--- src/rtl/canon_pkg.sv ---
package canon_pkg;

  typedef enum logic {
    EQ_PERM = 1'b0,
    EQ_NPN  = 1'b1
  } eq_mode_e;

  function automatic int fact(input int n);
    int r;
    r = 1;
    for (int i = 2; i <= n; i++) r = r * i;
    return r;
  endfunction

endpackage

--- src/rtl/canon_rst_sync.sv ---
module canon_rst_sync (
  input  logic clk,
  input  logic rst_n,
  output logic rst_sync_n
);

  logic [1:0] sync_q;

  always_ff @(posedge clk or negedge rst_n) begin
    if (!rst_n) sync_q <= 2'b00;
    else        sync_q <= {sync_q[0], 1'b1};
  end

  assign rst_sync_n = sync_q[1];

endmodule

--- src/rtl/canon_xform.sv ---
module canon_xform
  import canon_pkg::*;
#(
  parameter int N_IN = 3
) (
  input  logic [(1<<N_IN)-1:0]                            tt_i,
  input  logic [$clog2(fact(N_IN))-1:0]                    perm_i,
  input  logic [N_IN-1:0]                                 neg_i,
  input  logic                                            oneg_i,
  output logic [(1<<N_IN)-1:0]                            tt_o
);

  localparam int TT_W   = 1 << N_IN;
  localparam int N_PERM = fact(N_IN);
  localparam int SEL_W  = (N_IN > 1) ? $clog2(N_IN) : 1;

  typedef logic [N_PERM-1:0][N_IN-1:0][SEL_W-1:0] perm_tab_t;

  // Ordering p is decoded from its factorial-base digits at elaboration time.
  function automatic perm_tab_t build_tab();
    perm_tab_t tab;
    tab = '0;
    for (int p = 0; p < N_PERM; p++) begin
      bit used [N_IN];
      int rem;
      for (int j = 0; j < N_IN; j++) used[j] = 1'b0;
      rem = p;
      for (int i = 0; i < N_IN; i++) begin
        int f;
        int d;
        int cnt;
        int pick;
        f    = fact(N_IN - 1 - i);
        d    = rem / f;
        rem  = rem % f;
        cnt  = 0;
        pick = 0;
        for (int j = 0; j < N_IN; j++) begin
          if (!used[j]) begin
            if (cnt == d) pick = j;
            cnt++;
          end
        end
        used[pick] = 1'b1;
        tab[p][i]  = SEL_W'(pick);
      end
    end
    return tab;
  endfunction

  localparam perm_tab_t PERM_TAB = build_tab();

  logic [N_IN-1:0][SEL_W-1:0] sel;

  always_comb begin
    if (int'(perm_i) < N_PERM) sel = PERM_TAB[perm_i];
    else                       sel = PERM_TAB[0];
  end

  // Output row k reads the source row whose input sel[i] carries bit i of k,
  // optionally inverted.
  always_comb begin
    for (int k = 0; k < TT_W; k++) begin
      logic [N_IN-1:0] kb;
      logic [N_IN-1:0] src;
      kb  = N_IN'(k);
      src = '0;
      for (int i = 0; i < N_IN; i++) src[sel[i]] = kb[i] ^ neg_i[i];
      tt_o[k] = tt_i[src] ^ oneg_i;
    end
  end

endmodule

--- src/rtl/canon_seq.sv ---
module canon_seq
  import canon_pkg::*;
#(
  parameter int N_IN = 3
) (
  input  logic                               clk,
  input  logic                               rst_n,
  input  logic                               start_i,
  input  logic                               mode_i,
  output logic                               accept_o,
  output logic                               busy_o,
  output logic                               mode_o,
  output logic [$clog2(fact(N_IN))-1:0]      perm_o,
  output logic [N_IN-1:0]                    neg_o,
  output logic                               oneg_o,
  output logic                               done_o
);

  localparam int N_PERM  = fact(N_IN);
  localparam int PERM_W  = $clog2(N_PERM);
  localparam int STEPS_P = N_PERM;
  localparam int STEPS_N = N_PERM * (1 << N_IN) * 2;
  localparam int CNT_W   = $clog2(STEPS_N + 1);

  logic              busy_q, busy_d;
  logic              mode_q, mode_d;
  logic [PERM_W-1:0] perm_q, perm_d;
  logic [N_IN-1:0]   neg_q,  neg_d;
  logic              oneg_q, oneg_d;
  logic              done_q, done_d;
  logic              accept, perm_last, neg_last, last;

  assign accept    = start_i & ~busy_q;
  assign perm_last = (perm_q == PERM_W'(N_PERM - 1));
  assign neg_last  = &neg_q;
  assign last      = busy_q & perm_last &
                     ((mode_q == EQ_PERM) | (neg_last & oneg_q));

  always_comb begin
    busy_d = busy_q;
    mode_d = mode_q;
    perm_d = perm_q;
    neg_d  = neg_q;
    oneg_d = oneg_q;
    done_d = last;
    if (accept) begin
      busy_d = 1'b1;
      mode_d = mode_i;
      perm_d = '0;
      neg_d  = '0;
      oneg_d = 1'b0;
    end else if (busy_q) begin
      if (last) begin
        busy_d = 1'b0;
      end else if (!perm_last) begin
        perm_d = perm_q + PERM_W'(1);
      end else begin
        perm_d = '0;
        if (neg_last) begin
          neg_d  = '0;
          oneg_d = 1'b1;
        end else begin
          neg_d  = neg_q + N_IN'(1);
        end
      end
    end
  end

  always_ff @(posedge clk or negedge rst_n) begin
    if (!rst_n) begin
      busy_q <= 1'b0;
      mode_q <= 1'b0;
      perm_q <= '0;
      neg_q  <= '0;
      oneg_q <= 1'b0;
      done_q <= 1'b0;
    end else begin
      busy_q <= busy_d;
      done_q <= done_d;
      if (accept || busy_q) begin
        mode_q <= mode_d;
        perm_q <= perm_d;
        neg_q  <= neg_d;
        oneg_q <= oneg_d;
      end
    end
  end

  assign accept_o = accept;
  assign busy_o   = busy_q;
  assign mode_o   = mode_q;
  assign perm_o   = perm_q;
  assign neg_o    = neg_q;
  assign oneg_o   = oneg_q;
  assign done_o   = done_q;

  // Checker-side count of the edges spent in a search.
  logic [CNT_W-1:0] chk_steps_q;
  always_ff @(posedge clk or negedge rst_n) begin
    if (!rst_n)       chk_steps_q <= '0;
    else if (accept)  chk_steps_q <= '0;
    else if (busy_q)  chk_steps_q <= chk_steps_q + CNT_W'(1);
  end

  assert_done_single_R5: assert property (@(posedge clk) disable iff (!rst_n)
    done_q |=> !done_q);

  assert_step_count_R5: assert property (@(posedge clk) disable iff (!rst_n)
    done_q |-> (chk_steps_q == ((mode_q == EQ_NPN) ? CNT_W'(STEPS_N) : CNT_W'(STEPS_P))));

  assert_perm_only_R2: assert property (@(posedge clk) disable iff (!rst_n)
    (busy_q && mode_q == EQ_PERM) |-> (neg_q == '0 && !oneg_q));

  assert_busy_start_ignored_R7: assert property (@(posedge clk) disable iff (!rst_n)
    (busy_q && start_i && !last) |=> (busy_q && $stable(mode_q)));

endmodule

--- src/rtl/canon_minreg.sv ---
module canon_minreg #(
  parameter int TT_W = 8
) (
  input  logic            clk,
  input  logic            rst_n,
  input  logic            clear_i,
  input  logic            upd_i,
  input  logic [TT_W-1:0] cand_i,
  output logic [TT_W-1:0] min_o
);

  logic [TT_W-1:0] min_q, min_d;
  logic            min_en;

  assign min_en = clear_i | (upd_i & (cand_i < min_q));

  always_comb begin
    if (clear_i) min_d = '1;
    else         min_d = cand_i;
  end

  always_ff @(posedge clk or negedge rst_n) begin
    if (!rst_n)      min_q <= '0;
    else if (min_en) min_q <= min_d;
  end

  assign min_o = min_q;

  assert_min_monotone_R3: assert property (@(posedge clk) disable iff (!rst_n)
    (upd_i && !clear_i) |=> (min_q <= $past(min_q)));

endmodule

--- src/rtl/fn_class_canon.sv ---
module fn_class_canon
  import canon_pkg::*;
#(
  parameter int N_IN = 3
) (
  input  logic                  clk,
  input  logic                  rst_n,
  input  logic                  start_i,
  input  logic [(1<<N_IN)-1:0]  tt_i,
  input  logic                  mode_i,
  output logic                  done_o,
  output logic [(1<<N_IN)-1:0]  rep_o
);

  localparam int TT_W   = 1 << N_IN;
  localparam int PERM_W = $clog2(fact(N_IN));

  logic              rst_sync_n;
  logic              accept, busy, mode_q, oneg, done;
  logic [PERM_W-1:0] perm;
  logic [N_IN-1:0]   neg;
  logic [TT_W-1:0]   tt_q, cand, min_val;

  canon_rst_sync u_rst (
    .clk        (clk),
    .rst_n      (rst_n),
    .rst_sync_n (rst_sync_n)
  );

  canon_seq #(.N_IN(N_IN)) u_seq (
    .clk      (clk),
    .rst_n    (rst_sync_n),
    .start_i  (start_i),
    .mode_i   (mode_i),
    .accept_o (accept),
    .busy_o   (busy),
    .mode_o   (mode_q),
    .perm_o   (perm),
    .neg_o    (neg),
    .oneg_o   (oneg),
    .done_o   (done)
  );

  always_ff @(posedge clk or negedge rst_sync_n) begin
    if (!rst_sync_n)  tt_q <= '0;
    else if (accept)  tt_q <= tt_i;
  end

  canon_xform #(.N_IN(N_IN)) u_xform (
    .tt_i   (tt_q),
    .perm_i (perm),
    .neg_i  (neg),
    .oneg_i (oneg),
    .tt_o   (cand)
  );

  canon_minreg #(.TT_W(TT_W)) u_min (
    .clk     (clk),
    .rst_n   (rst_sync_n),
    .clear_i (accept),
    .upd_i   (busy),
    .cand_i  (cand),
    .min_o   (min_val)
  );

  assign done_o = done;
  assign rep_o  = min_val;

  assert_rep_hold_R6: assert property (@(posedge clk) disable iff (!rst_sync_n)
    (!busy && !accept) |=> $stable(rep_o));

  assert_rep_not_above_input_R2: assert property (@(posedge clk) disable iff (!rst_sync_n)
    done |-> (rep_o <= tt_q));

  assert_perm_keeps_weight_R2: assert property (@(posedge clk) disable iff (!rst_sync_n)
    (done && mode_q == EQ_PERM) |-> ($countones(rep_o) == $countones(tt_q)));

  assert_capture_stable_R7: assert property (@(posedge clk) disable iff (!rst_sync_n)
    (busy && !accept) |=> $stable(tt_q));

endmodule

--- config.mk ---
export PLATFORM = sky130hd
export DESIGN_NAME = fn_class_canon
export DESIGN_NICKNAME = d
export VERILOG_FILES = /design/src/rtl/canon_pkg.sv /design/src/rtl/canon_rst_sync.sv /design/src/rtl/canon_xform.sv /design/src/rtl/canon_seq.sv /design/src/rtl/canon_minreg.sv /design/src/rtl/fn_class_canon.sv
export SDC_FILE = /design/constraint.sdc
export NUM_CORES = 1
export LEC_CHECK = 0
export ABC_CLOCK_PERIOD_IN_PS = 1100
export BUFFER_PORTS_ARGS = -buffer_cell sky130_fd_sc_hd__buf_2
export CORE_UTILIZATION = 41
export CTS_CLUSTER_DIAMETER = 100
export CTS_CLUSTER_SIZE = 40
export DETAILED_ROUTE_END_ITERATION = 12
export RECOVER_POWER = 50
export SLEW_MARGIN = 20
export SYNTH_ARGS = -nofsm -noshare
export SYNTH_HDL_FRONTEND = slang
export SYNTH_SLANG_ARGS = --single-unit
--- constraint.sdc ---
create_clock -name clk -period 1.1 [get_ports clk]
set_input_delay 0.055 -clock clk [delete_from_list [all_inputs] [get_ports clk]]
set_output_delay 0.055 -clock clk [all_outputs]
set_load 0.02 [all_outputs]
### After elaboration in Yosys (flattened, before gate mapping)

Memories as Yosys holds them, arrays and structs flattened.
Cells that the tools add are included.

| cells by class | value |
|---|---|
| equal/unequal tests | 2 |
| divide/modulo/power cells | 0 |
| reductions and logical operators | 12 |
| add/sub/neg operators | 2 |
| multiply operators | 0 |
| muxes and demuxes | 54 |
| magnitude comparators | 17 |
| bitwise logic cells | 22 |
| shift-type cells | 0 |

Operators with widths:

| kind | count |
|---|---|
| $bwmux 3 | 12 |
| $lt 3x4->1 const B | 9 |
| $mux 3 | 9 |
| $bmux 1 s3 | 8 |
| $mux 1 | 19 |
| $mux 6 | 2 |
| $lt 2x3->1 const B | 3 |
| $lt 8x8->1 | 1 |
| $mux 8 | 1 |
| $xor 1x1->1 | 8 |
| $add 3x1->3 const B | 2 |
| $and 3x3->3 | 2 |
| $demux 1 s2 | 3 |
| $ge 2x1->1 const B | 3 |
| $reduce_and 3->1 | 2 |
| $reduce_bool 2->1 | 3 |
| $and 1x1->1 | 5 |
| $not 1->1 | 5 |
| $reduce_and 5->1 | 1 |
| $reduce_and 4->1 | 1 |
| $eq 3x3->1 const B | 1 |
| $logic_and 1x1->1 | 3 |
| $lt 3x3->1 const B | 1 |
| $ne 2x1->1 const B | 1 |
| 3 further kinds | 4 |

| storage, ports and cells | value |
|---|---|
| output and inout bits | 9 |
| memory bits (writable) | 0 |
| input port bits | 12 |
| memories kept | 1 |
| memory bits (read-only) | 48 |
| latch bits | 0 |
| word-level logic and storage cells | 119 |
| bits in registers | 28 |

Memories:

| memory | depth | width | read ports | clocked after Yosys merged registers in | write ports | line | RTL |
|---|---|---|---|---|---|---|---|
| (name not given) | 8 | 6 | 1 | 0 | 0 | canon_xform.sv:56 | `if (int'(perm_i) < N_PERM) sel = PERM_TAB[perm_i];` |

### Logic depth before layout (Yosys ltp)

Gate-level depths: netlist of run 1.

| depth | value |
|---|---|
| depth after elaboration | 16 |
| depth in mapped cells | 22 |
| depth with buffers taken out | 19 |

### Hierarchy

From an unflattened synthesis of run 1, not the netlist that was laid out.

| second synthesis, totals | value |
|---|---|
| cells, all modules | 387 |
| area total of the unflattened synthesis | 3554.7 um^2 |

By module, submodules not included:

| module | sequential area each (um^2) | instances | area an instance (um^2) | cells an instance |
|---|---|---|---|---|
| canon_xform | 0.0 | 1 | 2147.1 | 263 |
| canon_minreg | 200.2 | 1 | 553.0 | 61 |
| canon_seq | 250.2 | 1 | 469.2 | 43 |
| fn_class_canon | 200.2 | 1 | 331.6 | 17 |
| canon_rst_sync | 50.0 | 1 | 53.8 | 3 |

### Worst setup path before layout of run 1

OpenSTA, ideal clock, no wires.

| timing | value |
|---|---|
| path type | register -> register |
| start | register u_seq.perm_q[1], in the netlist u_seq.perm_o[1] |
| end | register u_min.min_q[2], in the netlist u_min.min_o[2] |
| buffers on the path | 2 |
| library setup time | 0.124 ns |
| required time | 0.976 ns |
| arrival | 4.513 ns |
| path slack | -3.537 ns |
| clock period less this slack | 4.637 ns |
| cell stages (with the launch flop) | 19 |
| cells stage by stage | dfrtp_1 buf_2 inv_1 ha_1 a2111oi_2 o32a_2 nor3_2 mux4_1 mux2i_1 xnor2_1 ha_1 a21o_1 nand2_1 nand4b_1 a211oi_1 nand4_1 and3_1 buf_6 mux2i_1 |

| between the ends | value |
|---|---|
| word-level cells in the longest chain between the ends | 16 |
| elaborated cells on any way between the ends | 61 |
| classes of those cells | 8 x order compare; 37 x mux; 12 x bitwise; 3 x reduce/logical; 1 x memory |

Ends and longest elaborated chain:

| what | line | RTL |
|---|---|---|
| from (decl) | canon_seq.sv:27 | `logic [PERM_W-1:0] perm_q, perm_d;` |
| from (signal assigned) | canon_seq.sv:82 | `perm_q <= perm_d;` |
| $mem_v2 8x6 | n/a |  |
| $mux 6 (not written as such) | canon_xform.sv:56 |  |
| $mux 6 (*) | canon_xform.sv:56 |  |
| $lt 2x3->1 (not written as such) or $ge 2x1->1 (tied branches) | canon_xform.sv:68 | `for (int i = 0; i < N_IN; i++) src[sel[i]] = kb[i] ^ neg_i[i];` |
| $logic_and 1x1->1 (not written as such) | canon_xform.sv:68 |  |
| $mux 1 (not written as such) | canon_xform.sv:68 |  |
| $demux 1 s2 | n/a |  |
| $and 3x3->3 (no source line) | n/a |  |
| $bwmux 3 (2 in a row) | canon_xform.sv:68 |  |
| $bmux 1 s3 | canon_xform.sv:69 | `tt_o[k] = tt_i[src] ^ oneg_i;` |
| $mux 1 (not written as such) | canon_xform.sv:69 |  |
| $xor 1x1->1 | canon_xform.sv:69 |  |
| $lt 8x8->1 | canon_minreg.sv:15 | `assign min_en = clear_i \| (upd_i & (cand_i < min_q));` |
| $and 1x1->1 | canon_minreg.sv:15 |  |
| $or 1x1->1 | canon_minreg.sv:15 |  |
| to (signal assigned) | canon_minreg.sv:24 | `else if (min_en) min_q <= min_d;` |
| to (decl) | canon_minreg.sv:12 | `logic [TT_W-1:0] min_q, min_d;` |

Every way passes the cells marked *; elsewhere a longest branch is shown, timed or not. The select of a mux whose other input is x is not followed.
A chain may end at the register's enable or synchronous reset.

### Final worst setup path of run 1

| timing | value |
|---|---|
| start | register u_seq.perm_q[2], in the netlist u_seq.perm_o[2] |
| end | register u_min.min_q[4], in the netlist u_min.min_o[4] |

The elaborated chain is that of the path after synthesis.

==> results of run 1 <==
==> registers in the layout, indices dropped and copies added (netlist names) <==
register	count
u_seq.oneg_o	1
tt_q	8
u_seq.neg_o	3
u_min.min_o	8
u_rst.sync_q	2
u_seq.busy_o	1
u_seq.done_o	1
u_seq.mode_o	1
u_seq.perm_o	3
==> Yosys cell counts (all sizes together) (2+ instances only) <==
master	n
nor2b	3
o21ai	16
and2	4
nand2	12
o21a	6
nor3	12
a2bb2oi	3
dfrtp	28
or3	2
inv	18
nor4	2
o211ai	4
clkbuf	6
nand4	3
a21oi	18
a211oi	3
o22ai	3
and3	2
nand3b	2
xnor2	8
ha	12
a41oi	6
a21o	3
mux4	12
mux2	12
buf	9
nand3	6
nor2	27
a2bb2o	2
or2	3
mux2i	17
nand2b	7
==> routing by layer <==
metal,GRT usage,vias up
met2,0.416,86
met3,0.0277,13
met5,0,-
met1,0.344,1376
li1,-,1331
met4,0.0632,0
==> kinds of logic (layout without fill, tap and decap cells) <==
kind of cell    after synthesis  in the layout  share of synthesized area
compound gates               71             71                      0.201
mux                          41             41                      0.217
fa+ha+maj                    12             12                     0.0551
xor+xnor                      8              8                     0.0257
simple gates                 89             89                      0.186
buf+inv                      33            173                     0.0578
other cells                   1              1                    0.00138
flops                        28             28                      0.257
==> through the flow <==
step / hold WS, ns / TNS, ns / instance area [µm²] / instances
3_5_place_dp: -0.157 / -33.40 / 3720 / 466
6_report: 0.0610 / -32.55 / 4240 / 500
3_3_place_gp: -0.161 / -32.01 / 3720 / 466
5_1_grt: 0.0620 / -34.95 / 4240 / 500
2_1_floorplan: -0.241 / -28.22 / 2870 / 283
4_1_cts: 0.00165 / -32.26 / 4140 / 497
==> worst max path at each step <==
| stage | startpoint | end | slack [ns] |
|---|---|---|---|
| floorplan | u_seq.perm_o[2] | u_min.min_o[2] | -3.09 |
| global placement | u_seq.perm_o[2] | u_min.min_o[6] | -3.04 |
| detailed placement | u_seq.perm_o[2] | u_min.min_o[6] | -3.21 |
| CTS | u_seq.perm_o[2] | u_min.min_o[6] | -3.04 |
| global route | u_seq.perm_o[1] | u_min.min_o[3] | -3.29 |
| finish | u_seq.perm_o[2] | u_min.min_o[4] | -3.08 |
==> worst max-delay path, delay by kind of cell (launching register included) <==
family | cells | cell delay [ns]
multiplexers | 2 | 0.77
AO/OA/AOI/OAI | 7 | 1.30
flip-flops | 1 | 0.48
XOR/XNOR | 1 | 0.16
adder cells (fa/ha/maj) | 2 | 0.58
buffers and inverters | 2 | 0.33
AND/OR/NAND/NOR | 3 | 0.46
==> cell type report <==
class / instances / area, µm² / area share
Clock buffer: 4 / 45.0 / 0.0106
Inverter: 18 / 67.6 / 0.0160
Multi-Input combinational cell: 222 / 2170 / 0.512
Sequential cell: 28 / 704 / 0.166
Tap cell: 77 / 96.3 / 0.0227
Timing Repair Buffer: 151 / 1150 / 0.272
==> timing repair <==
| item | in CTS | in global routing |
|---|---|---|
| hold endpoints to repair | 10 | 1 |
| gates resized for setup | 31 | 21 |
| hold buffers | 9 | 1 |
| setup buffers | 19 | 7 |
| pin swaps | 3 | 20 |
| endpoints found under the setup margin | 26 | 26 |
| cloned | 1 | 0 |
==> results.rst, run 1 <==
.. list-table::
   :header-rows: 1

   * - Metric
     - Value
   * - Status
     - finished, violations left
   * - Failing checks
     - setup timing
   * - Hold Crit Class
     - in2async
   * - Smallest setup slack after layout
     - -3.08 ns
   * - Highest metal layer with signal wires
     - met4
   * - Area Growth Syn to Fin
     - 55.3%
   * - Post-route clock skew
     - 0.00627 ns
   * - Core region area
     - 0.00639 mm²
   * - Antenna violation net count after detailed routing
     - 0
   * - Largest net degree at the start of global routing
     - 27
   * - Post-place setup slack
     - -3.21 ns
   * - Kind of capture point of the worst setup path
     - flop
   * - Sequential share of the synthesized area
     - 0.257
   * - Clock Sink Count
     - 28
   * - Transition time at the pin with the least slew margin
     - 0.715 ns
   * - Die Ht
     - 83.5 µm
   * - Avg WL per Cell
     - 16.7 µm
   * - Deepest level of the CTS H-tree
     - 1
   * - Synthesis warning total
     - 0
   * - Die extent in x
     - 83.5 µm
   * - Die outline area
     - 0.00698 mm²
   * - Insertion delay of the later-clocked pin in the worst-skew pair
     - 0.28 ns
   * - Cell at the root of the clock tree
     - clkbuf_8
   * - Total wire length after detailed routing
     - 8370 µm
   * - CTS tree
     - built
   * - Crit Reg-Reg Startpoint
     - u_seq.perm_o[2]
   * - Number of buffer cells added on primary ports
     - 20
   * - Clock input transition at the sequential cells of the worst setup and hold paths
     - 0.11 ns
   * - Count of endpoints failing setup in the final report
     - 26
   * - Vias/cell
     - 5.61
   * - Vias in the first global route
     - 2766
   * - Number of vias in the routed layout
     - 2806
   * - Post-synthesis async set-or-reset flop share
     - 1.00
   * - Minimum clock period
     - 4.18 ns
   * - Highest attainable clock frequency
     - 239 MHz
   * - Seq cells post-synth
     - 28
   * - Final HPWL from detailed placement
     - 6020 µm
   * - Antenna violations before repair
     - 0
   * - Synth Net Count
     - 307
   * - Initial core utilization
     - 0.427
   * - Filler instances
     - 482
   * - Worst r2r dst
     - u_min.min_o[4]
   * - Highest cell delay on the worst timing path
     - 0.59 ns
   * - Crit Path Max Fanout
     - 4
   * - Layout cell share with drive strength beyond 1
     - 0.537
   * - CP Data Required Time
     - 1.28 ns
   * - First-pass GRT wire length
     - 13800 µm
   * - Top-Level Pins
     - 21
   * - Library cells used by synthesis
     - 60
   * - Routed length on met3
     - 374 µm
   * - Routed wire length on met2
     - 4070 µm
   * - Slew headroom
     - 0.524
   * - Maximum buffer depth of the clock tree
     - 2
   * - Setup crit start kind
     - flop
   * - Number of enable-type register cells in the synthesized netlist
     - 0
   * - First-iteration detailed-routing DRC count
     - 201
   * - Critical Path AT
     - 4.36 ns
   * - Post-route met1 wirelength
     - 3790 µm
   * - Num CTS Buffers
     - 3
   * - DR pass1 iterations
     - 5
   * - Worst r2r path cells
     - 17
   * - Reg-to-reg slack, setup
     - -3.08 ns
   * - Post-route core utilization
     - 0.663
   * - Slowest cell on the critical path
     - mux4_2
   * - Most common cell type on the critical path
     - ha_4
   * - Gpl congestion
     - 0.894
   * - Antenna cell count
     - 0
   * - Reported max-cap violation count
     - 0
   * - Cell Rows
     - 29
   * - Residual DRC count
     - 0
   * - Mean Syn Cell Area
     - 9.63 µm²
   * - Total congestion overflow
     - 0
   * - Ratio of final minimum period to clock period
     - 3.80
   * - Critical path start-end classification
     - reg2reg
   * - Commonest non-fill, non-tap cells in the layout
     - 112 x buf_4, 25 x dfrtp_1, 24 x nor2_1, 19 x buf_2
   * - Cell types occupying the most area after synthesis
     - dfrtp_1 26%, mux4_2 8.3%, mux2i_1 6.2%, ha_1 5.5%, mux2_2 4.1%
   * - Post-synth design cell area
     - 0.00273 mm²
   * - Most common library cell in the layout ignoring fill and taps
     - buf_4
   * - RSZ-0062 raised after global routing
     - true
   * - Total track usage
     - 0.248
   * - Post-synth top area share
     - 0.257
   * - Primary flip-flop cell chosen by synthesis mapping
     - dfrtp_1
   * - Synth area leader
     - dfrtp_1
   * - Pins over their slew limit
     - 0
   * - Synthesized netlist cell count
     - 283
   * - Final hold violation count
     - 0
   * - Final net count
     - 448
   * - Cell chain of the critical path
     - ha_4 > a2111oi_4 > o32a_4 > nor3_4 > mux4_2 > mux2i_4 > xnor2_2 > ha_4 > a21o_1 > nand2_1 > nand4b_1 > a211oi_2 > buf_4 > o211ai_4 > buf_6 > a41oi_2 > o21ai_1
Power of run 1 is left out: the tool's default activity adds up to more than one toggle a clock period on the data nets, which glitch-free logic cannot reach.
==> run 2, diff against run 1 <==
--- a/config.mk
+++ b/config.mk
@@ -7,10 +7,11 @@
 export LEC_CHECK = 0
 export ABC_CLOCK_PERIOD_IN_PS = 1100
 export BUFFER_PORTS_ARGS = -buffer_cell sky130_fd_sc_hd__buf_2
-export CORE_UTILIZATION = 41
+export CORE_UTILIZATION = 51
 export CTS_CLUSTER_DIAMETER = 100
 export CTS_CLUSTER_SIZE = 40
 export DETAILED_ROUTE_END_ITERATION = 12
+export PLACE_DENSITY = 0.69
 export RECOVER_POWER = 50
 export SLEW_MARGIN = 20
 export SYNTH_ARGS = -nofsm -noshare
==> run 2 against run 1 <==
Against the previous run:
- the flow finishes with violations (hold timing, setup timing)
- cell area grew 0.41%
- flip-flop and latch count unchanged
- utilization rose by 16 points
- worst setup slack worse by 0.15 ns
- critical path type unchanged
- hold slack got worse by 0.068 ns
- die area is 19% lower
- final cell count decreased by 2.2%
==> results.rst, run 2 (synthesized netlist as in run 1, its figures left out) <==
.. list-table::
   :header-rows: 1

   * - Metric
     - Value
   * - Core region area
     - 0.00514 mm² (was 0.00639 mm²)
   * - Initial core utilization
     - 0.530 (was 0.427)
   * - Area Growth Syn to Fin
     - 56.0% (was 55.3%)
   * - Die extent in x
     - 75.1 µm (was 83.5 µm)
   * - Cell at the root of the clock tree
     - clkbuf_8 (unchanged)
   * - Critical Path AT
     - 4.54 ns (was 4.36 ns)
   * - Antenna violation net count after detailed routing
     - 0 (unchanged)
   * - Reported max-cap violation count
     - 0 (unchanged)
   * - Slew headroom
     - 0.521 (was 0.524)
   * - Kind of capture point of the worst setup path
     - flop (unchanged)
   * - Slowest cell on the critical path
     - mux4_2 (unchanged)
   * - Filler instances
     - 284 (was 482)
   * - Final instance count without filler cells
     - 489 (was 500)
   * - Deepest level of the CTS H-tree
     - 1 (unchanged)
   * - Post-route core utilization
     - 0.827 (was 0.663)
   * - Final hold violation count
     - 2 (was 0)
   * - Minimum clock period
     - 4.34 ns (was 4.18 ns)
   * - Sequential cell area in the final layout
     - 707 µm² (was 704 µm²)
   * - Num CTS Buffers
     - 3 (unchanged)
   * - Gpl congestion
     - 0.915 (was 0.894)
   * - Highest cell delay on the worst timing path
     - 0.56 ns (was 0.59 ns)
   * - Die outline area
     - 0.00564 mm² (was 0.00698 mm²)
   * - Total wire length after detailed routing
     - 10900 µm (was 8370 µm)
   * - Placed cell count
     - 455 (was 466)
   * - Min-Delay Startpoint
     - tt_i[5]
   * - Worst r2r dst
     - u_min.min_o[4] (unchanged)
   * - Number of vias in the routed layout
     - 3219 (was 2806)
   * - RSZ-0062 raised after global routing
     - true (unchanged)
   * - Final net count
     - 444 (was 448)
   * - Crit path max-delay family
     - simple AND/OR/NAND/NOR gates (was compound AO/OA/AOI/OAI gates)
   * - DR pass1 iterations
     - 5 (unchanged)
   * - Number of buffer cells added on primary ports
     - 20 (unchanged)
   * - Multi-input gate area
     - 0.00218 mm² (was 0.00217 mm²)
   * - Reg-to-reg slack, setup
     - -3.24 ns (was -3.08 ns)
   * - Total congestion overflow
     - 0 (unchanged)
   * - CTS tree
     - built (unchanged)
   * - Crit Path Max Fanout
     - 7 (was 4)
   * - Vias/cell
     - 6.58 (was 5.61)
   * - Ratio of final minimum period to clock period
     - 3.94 (was 3.80)
   * - Top-Level Pins
     - 21 (unchanged)
   * - Antenna violations before repair
     - 0 (unchanged)
   * - Hold Crit Class
     - in2reg (was in2async)
   * - Post-route clock skew
     - 0.00601 ns (was 0.00627 ns)
   * - Commonest non-fill, non-tap cells in the layout
     - 108 x buf_4, 23 x nor2_1, 23 x dfrtp_1, 19 x buf_2 (was 112 x buf_4, 25 x dfrtp_1, 24 x nor2_1, 19 x buf_2)
   * - Clock input transition at the sequential cells of the worst setup and hold paths
     - 0.11 ns (about the same)
   * - First-iteration detailed-routing DRC count
     - 361 (was 201)
   * - Layout cell share with drive strength beyond 1
     - 0.551 (was 0.537)
   * - Vias in the first global route
     - 2858 (was 2766)
   * - Worst Hold End
     - tt_q[5]
   * - Total track usage
     - 0.349 (was 0.248)
   * - Count of endpoints failing setup in the final report
     - 26 (unchanged)
   * - Post-place setup slack
     - -3.15 ns (was -3.21 ns)
   * - Antenna cell count
     - 0 (unchanged)
   * - Failing checks
     - hold timing, setup timing (was setup timing)
   * - Most common library cell in the layout ignoring fill and taps
     - buf_4 (unchanged)
   * - Worst r2r path cells
     - 16 (was 17)
   * - Transition time at the pin with the least slew margin
     - 0.718 ns (was 0.715 ns)
   * - Crit Reg-Reg Startpoint
     - u_seq.perm_o[2] (unchanged)
   * - Pins over their slew limit
     - 0 (unchanged)
   * - Residual DRC count
     - 0 (unchanged)
   * - First-pass GRT wire length
     - 14300 µm (was 13800 µm)
   * - Cell Rows
     - 26 (was 29)
   * - Final HPWL from detailed placement
     - 6310 µm (was 6020 µm)
   * - Worst Hold Depth
     - 2
   * - Die Ht
     - 75.1 µm (was 83.5 µm)
   * - Worst hold-check slack
     - -0.00712 ns (was 0.0610 ns)
   * - Critical path start-end classification
     - reg2reg (unchanged)
   * - Clock Sink Count
     - 28 (unchanged)
   * - Status
     - finished, violations left (unchanged)
   * - Smallest setup slack after layout
     - -3.24 ns (was -3.08 ns)
   * - Avg WL per Cell
     - 22.3 µm (was 16.7 µm)
   * - Setup crit start kind
     - flop (unchanged)
   * - CP Data Required Time
     - 1.31 ns (was 1.28 ns)
   * - Number of buffers and inverters on the critical path
     - 1 (was 2)
   * - Highest attainable clock frequency
     - 231 MHz (was 239 MHz)
   * - Insertion delay of the later-clocked pin in the worst-skew pair
     - 0.30 ns (was 0.28 ns)
   * - Maximum buffer depth of the clock tree
     - 2 (unchanged)
   * - Largest net degree at the start of global routing
     - 27 (unchanged)
   * - Cell chain of the critical path
     - ha_4 > or3_4 > o32a_4 > nor3_4 > mux4_2 > mux2i_1 > xnor2_1 > ha_1 > a21o_1 > nand2_1 > nand4b_1 > a211oi_2 > buf_4 > o211ai_4 > and3_4 > o21ai_1 (was ha_4 > a2111oi_4 > o32a_4 > nor3_4 > mux4_2 > mux2i_4 > xnor2_2 > ha_4 > a21o_1 > nand2_1 > nand4b_1 > a211oi_2 > buf_4 > o211ai_4 > buf_6 > a41oi_2 > o21ai_1)
==> run 2: area by class of cell <==
type                    instances  area share
clock buffers                   4      0.0129
inverters                      18      0.0159
multi-input cells             222       0.513
flip-flops and latches         28       0.166
well taps                      70      0.0206
repair buffers                147       0.271
==> run 2: worst max path at each step <==
stage | from | end | slack (ns) | cells past startpoint
6_report | u_seq.perm_o[2] | u_min.min_o[4] | -3.24 | 16
5_1_grt | u_seq.perm_o[2] | u_min.min_o[4] | -3.50 | 20
4_1_cts | u_seq.perm_o[2] | u_min.min_o[7] | -3.07 | 16
3_5_place_dp | u_seq.perm_o[1] | u_min.min_o[7] | -3.15 | 17
3_3_place_gp | u_seq.perm_o[2] | u_min.min_o[2] | -2.88 | 19
2_1_floorplan | u_seq.perm_o[2] | u_min.min_o[2] | -3.09 | 18
==> run 2: stage by stage <==
step,setup TNS [ns],area [µm²]
2_1_floorplan,-28.22,2870
3_3_place_gp,-30.36,3680
3_5_place_dp,-32.33,3680
4_1_cts,-32.10,4090
5_1_grt,-36.32,4250
6_report,-34.46,4250
==> run 2: routing by layer <==
metal  GRT usage  wire length [µm]  vias to the layer above
li1            -                 -                     1327
met1       0.470              4210                     1507
met2       0.543              4910                      279
met3      0.0710              1060                      106
met4       0.161               734                        0
met5           0                 0                        -
==> run 2: worst reg2reg max path, stage by stage, from the launching register on <==
cell and delay, ns:
dfrtp_2 0.48, ha_4 0.21, or3_4 0.34, o32a_4 0.24, nor3_4 0.24, mux4_2 0.56, mux2i_1 0.20, xnor2_1 0.18
ha_1 0.31, a21o_1 0.18, nand2_1 0.09, nand4b_1 0.19, a211oi_2 0.29, buf_4 0.18, o211ai_4 0.11, and3_4 0.26
o21ai_1 0.20
==> run 2: timing repair <==
item / CTS / global route
cloned: 2 / 0
pin swaps: 19 / 21
endpoints found under the setup margin: 26 / 26
endpoints found under the hold margin: 7 / 2
resized for setup: 36 / 22
buffers inserted: 13 / 10
hold buffers: 6 / 2
Power of run 2 is left out for the same reason.
